$ cat src/rtl/prio_irq_ctrl.sv
module prio_irq_ctrl #(
  parameter int NVEC   = 10,
  parameter int NSRC   = 4,
  parameter int NTOP   = 2,
  parameter int AW     = 20,
  parameter int BASE   = 3,
  parameter int STRIDE = 8,
  localparam int VW    = $clog2(NVEC)
) (
  input  logic                 clk,
  input  logic                 rst_n,
  input  logic [NVEC*NSRC-1:0] src_req,
  input  logic                 cfg_we,
  input  logic [VW-1:0]        cfg_vec,
  input  logic [1:0]           cfg_lvl,
  input  logic                 ack,
  input  logic                 reti,
  output logic                 irq,
  output logic [AW-1:0]        vec_addr
);

  // level codes: 0 low, 1 high, 2 highest; rank = code + 1, 0 means none
  logic [1:0]    lvl_q [NVEC];
  logic [NVEC-1:0] pend;
  logic [2:0]    isr_q, isr_d, top_mask, set_mask;
  logic [1:0]    best, top;
  logic [VW-1:0] win;

  for (genvar v = 0; v < NVEC; v++) begin : g_vec
    assign pend[v] = |src_req[v*NSRC +: NSRC];

    always_ff @(posedge clk or negedge rst_n)
      if (!rst_n)
        lvl_q[v] <= 2'd0;
      else if (cfg_we && cfg_vec == VW'(v))
        lvl_q[v] <= (v < NTOP) ? {|cfg_lvl, 1'b0} : {1'b0, |cfg_lvl};

    if (v < NTOP) begin : g_top

      always @(posedge clk) begin
        top_code_chk: assert (!rst_n || lvl_q[v] != 2'd1);
      end
    end else begin : g_rest

      always @(posedge clk) begin
        coerce_chk: assert (!rst_n || lvl_q[v] != 2'd2);
      end
    end
  end

  always_comb begin
    best = 2'd0;
    win  = '0;
    for (int v = 0; v < NVEC; v++)
      if (pend[v] && (lvl_q[v] + 2'd1) > best) begin
        best = lvl_q[v] + 2'd1;
        win  = VW'(v);
      end
  end

  assign top      = isr_q[2] ? 2'd3 : isr_q[1] ? 2'd2 : isr_q[0] ? 2'd1 : 2'd0;
  assign top_mask = isr_q[2] ? 3'b100 : isr_q[1] ? 3'b010 : isr_q[0] ? 3'b001 : 3'b000;
  assign irq      = best > top;
  assign vec_addr = irq ? AW'(BASE) + AW'(STRIDE) * AW'(win) : '0;
  assign set_mask = (ack && irq) ? (3'b001 << (best - 2'd1)) : 3'b000;
  assign isr_d    = (reti ? (isr_q & ~top_mask) : isr_q) | set_mask;

  always_ff @(posedge clk or negedge rst_n)
    if (!rst_n) isr_q <= 3'b000;
    else        isr_q <= isr_d;


  ack_sets_chk: assert property (@(posedge clk) disable iff (!rst_n)
    ack && irq && !reti |=> $countones(isr_q) == $past($countones(isr_q)) + 1);


  ack_idle_chk: assert property (@(posedge clk) disable iff (!rst_n)
    ack && !irq && !reti |=> isr_q == $past(isr_q));


  reti_pops_chk: assert property (@(posedge clk) disable iff (!rst_n)
    reti && !ack && (isr_q != 3'b000) |=> $countones(isr_q) == $past($countones(isr_q)) - 1);


  addr_idle_chk: assert property (@(posedge clk) disable iff (!rst_n)
    !irq |-> vec_addr == '0);


  grant_pending_chk: assert property (@(posedge clk) disable iff (!rst_n)
    irq |-> pend[win]);

endmodule

$ cat config.mk
export PLATFORM = sky130hd
export DESIGN_NAME = prio_irq_ctrl
export DESIGN_NICKNAME = d
export VERILOG_FILES = /design/src/rtl/prio_irq_ctrl.sv
export SDC_FILE = /design/constraint.sdc
export NUM_CORES = 1
export LEC_CHECK = 0
export BUFFER_PORTS_ARGS = -buffer_cell sky130_fd_sc_hd__buf_2
export CORE_UTILIZATION = 45
export CTS_CLUSTER_DIAMETER = 150
export DETAILED_ROUTE_END_ITERATION = 8
export PLACE_DENSITY = 0.8
export SYNTH_ARGS = -nofsm -noshare
export SYNTH_HDL_FRONTEND = slang
export SYNTH_SLANG_ARGS = --single-unit
$ cat constraint.sdc
create_clock -name clk -period 20.2 [get_ports clk]
set_clock_uncertainty 0.1 [all_clocks]
set_input_delay 5.05 -clock clk [delete_from_list [all_inputs] [get_ports clk]]
set_output_delay 5.05 -clock clk [all_outputs]
set_load 0.005 [all_outputs]
==> summary.txt <==
Final layout
  • Fraction of layout cells with a size suffix above 1: 0.534
  • Commonest cells after routing, fill and taps aside: 72 x buf_4, 55 x buf_2, 17 x nand2_1
  • Cell Count, Final, Fillers Out: 402
  • Most common cell after layout, fill and taps aside: buf_4
  • Area occupied by multi-input gates: 0.00164 mm^2
  • Number of fill cells in the layout: 234
  • ANT cells: 0
  • Final Net Count: 416
  • Syn-to-layout area delta: 59.7%
  • Sequential Area: 325 um^2

Power and ir drop
  • P per Cell Area: 188 mW/mm^2
  • Peak VDD IR: 0.0000699 V
  • Tot Pwr: 550 uW
  • Static leakage: 1.35 nW

Timing
  • Fin Hold WS: 473 ps
  • Worst Tran Pin Value: 1030 ps
  • Final period utilization: 1.02
  • Relative slew slack: 0.305
  • Final Hold Fails: 0
  • Final setup vio count: 7
  • Final Slew Violations: 0
  • Min Tclk post-route: 20550 ps
  • F_max: 48.7 MHz
  • Final setup margin: -347 ps
  • Total negative slack: -2050 ps
  • RSZ-0062 raised after global routing: yes

Route
  • DRT antenna net count: 0
  • Drt initial violations: 366
  • Vias per inst: 6.58
  • Drt drc: 0
  • Total number of vias: 2647
  • DR WL/cell: 19.5 um
  • DRT Pass-1 Iters: 5
  • Post-Route WL: 7840 um

Yosys
  • Area leader, netlist: dfrtp_1
  • Synth unique cells: 64
  • Synth area leaders: dfrtp_1 18%, ha_1 6.8%, buf_4 6.5%, nor2_1 5.1%, mux2_2 4.3%
  • Synthesis Warnings: 0
  • Mapped Avg Cell Area: 8.02 um^2
  • Seq/Total Area, Yosys: 0.177
  • Top-area cell type share of the netlist area: 0.177
  • Yosys reg bits: 13
  • Adder-cell share of the synthesized area: 0.0851
  • Simple-Gate Fraction of Synth Area: 0.331
  • Mapped Cells: 229
  • Multiplexer share of the synthesized area: 0.0429
  • Main synth FF type: dfrtp_1
  • EDFF count, synth: 0
  • Largest family of logic cells by synthesized area: simple AND/OR/NAND/NOR gates
  • Async set-or-reset flop fraction in the synthesized netlist: 1.00
  • Post-synthesis xor/xnor area fraction: 0
  • Post-synthesis compound-gate area fraction: 0.269
  • Netlist Area Pre-Place: 0.00184 mm^2

Clock tree
  • CTS clk-pin slew, worst paths: 50 ps
  • CTS Hold Bufs: 0
  • Longest Clk Path Bufs: 2
  • H-tree depth: 1
  • TritonCTS clock tree: built
  • CTS Sinks: 13
  • CTS buffer count: 3
  • Worst skew pair latency: 250 ps
  • CTS Root Cell: clkbuf_8

Floorplanning
  • Die Area: 0.00434 mm^2
  • Core Region: 0.00380 mm^2
  • Initial Util: 0.484
  • FP Rows: 22
  • Io pins: 72
  • Die Wd: 65.9 um
  • Die height: 65.9 um

Setup path
  • CP max-delay cell: or3_4
  • Critical path launch point type: input pin
  • CP max stage delay: 410 ps
  • WP data arrival: 15400 ps
  • Worst setup EP type: output port
  • Setup CP Type: in2out
  • Cell repeated most along the worst path: buf_4
  • Worst-path maximum fanout: 5
  • Critical Path RT: 15050 ps

Status
  • Failing checks: setup timing
  • Status: complete, but fails checks

Global routing
  • Global-route wire length before repair: 9630 um
  • Tot GR Track Use: 0.289
  • Largest net degree at the start of global routing: 14
  • Vias in the first global route: 2237
  • Antenna violations before repair: 0
  • Remaining Overflow, GRT: 0

Place
  • Gpl congestion: 0.911
  • Dpl cells: 366
  • Place WS: -604 ps
  • Post-DP HPWL: 4010 um
  • # port buffers: 57

Min path
  • Min-delay worst type: reg2reg

Run
  • Max-cap violation count: 0
-- cells in the mapped netlist, types with 2 or more instances --
master / instances
o41ai_1: 4
nor3_1: 5
and3_1: 2
nand2_1: 21
o21ai_0: 10
o311a_1: 2
nor2b_1: 2
nor4_1: 7
nand3b_1: 5
or4_1: 6
or2_2: 4
mux2_2: 7
buf_4: 16
a21oi_1: 11
dfrtp_1: 13
a31oi_1: 3
nor2_1: 25
o22a_1: 2
nand3_1: 9
nand4b_1: 2
a21o_1: 2
nand2b_1: 4
o41ai_2: 2
clkbuf_1: 3
maj3_1: 2
ha_1: 10
or3_1: 3
nand4_1: 3
a211oi_1: 2
o211ai_1: 2
nor3b_1: 2
inv_1: 6
-- power breakdown --
part           switching [mW]  internal, mW  total [mW]
logic                   0.228         0.256       0.484
clock network         0.00956        0.0140      0.0235
registers              0.0104        0.0325      0.0429
-- per-stage QoR --
stage / instance area (um^2) / utilization
6_report: 2930 / 0.772
5_1_grt: 2930 / 0.772
4_1_cts: 2690 / 0.708
3_5_place_dp: 2390 / 0.630
3_3_place_gp: 2390 / 0.630
2_1_floorplan: 1900 / -
-- cell families (layout without fill, tap and decap cells) --
group / Yosys count / after routing
and+or+nand+nor: 109 / 109
AOI/OAI and AO/OA: 59 / 59
buffers and inverters: 27 / 139
adders and majority gates: 13 / 13
DFF: 13 / 13
muxes: 7 / 7
other: 1 / 14
-- flip-flops by register name (all words and copies together) (netlist names) --
name	cells
lvl_q	10
isr_q	3
-- repair_timing --
action	CTS	global route
resized for setup	26	27
setup buffers	21	11
endpoints found under the setup margin	7	7
pin swaps	34	39
-- critical path: cells and delay by family --
family                     cells  cell delay [ps]
AOI/OAI and AO/OA             16             2680
adders and majority gates      9             2420
buffers and inverters         17             1870
and+or+nand+nor               18             3320
-- final cells by class --
type | count | share of cell area
clock buffers | 4 | 0.0154
inverters | 6 | 0.00768
multi-input cells | 202 | 0.560
flip-flops and latches | 13 | 0.111
well taps | 48 | 0.0205
repair buffers | 129 | 0.286
-- routing by layer --
layer  wire [um]  global-route usage  vias up  part of all wire
met3         760              0.0397      100             0.097
met4         708               0.196        0             0.090
met1        2800               0.317     1194              0.36
met2        3570               0.510      243              0.46
met5           0                   0        -                 0
li1            -                   -     1110                 -
-- worst paths after layout --
check	from	to	slack [ps]	cells after the start
worst min-delay path	isr_q[2]	isr_q[2]	470	1
min in group asynchronous	rst_n	lvl_q[8]	4580	1
max in group asynchronous	rst_n	lvl_q[6]	15200	1
worst max-delay path	src_req[1]	vec_addr[3]	-350	60
worst max register to register	lvl_q[19]	isr_q[1]	9250	62
worst min register to register	isr_q[2]	isr_q[2]	470	1
(Power assumes the default switching activity.)
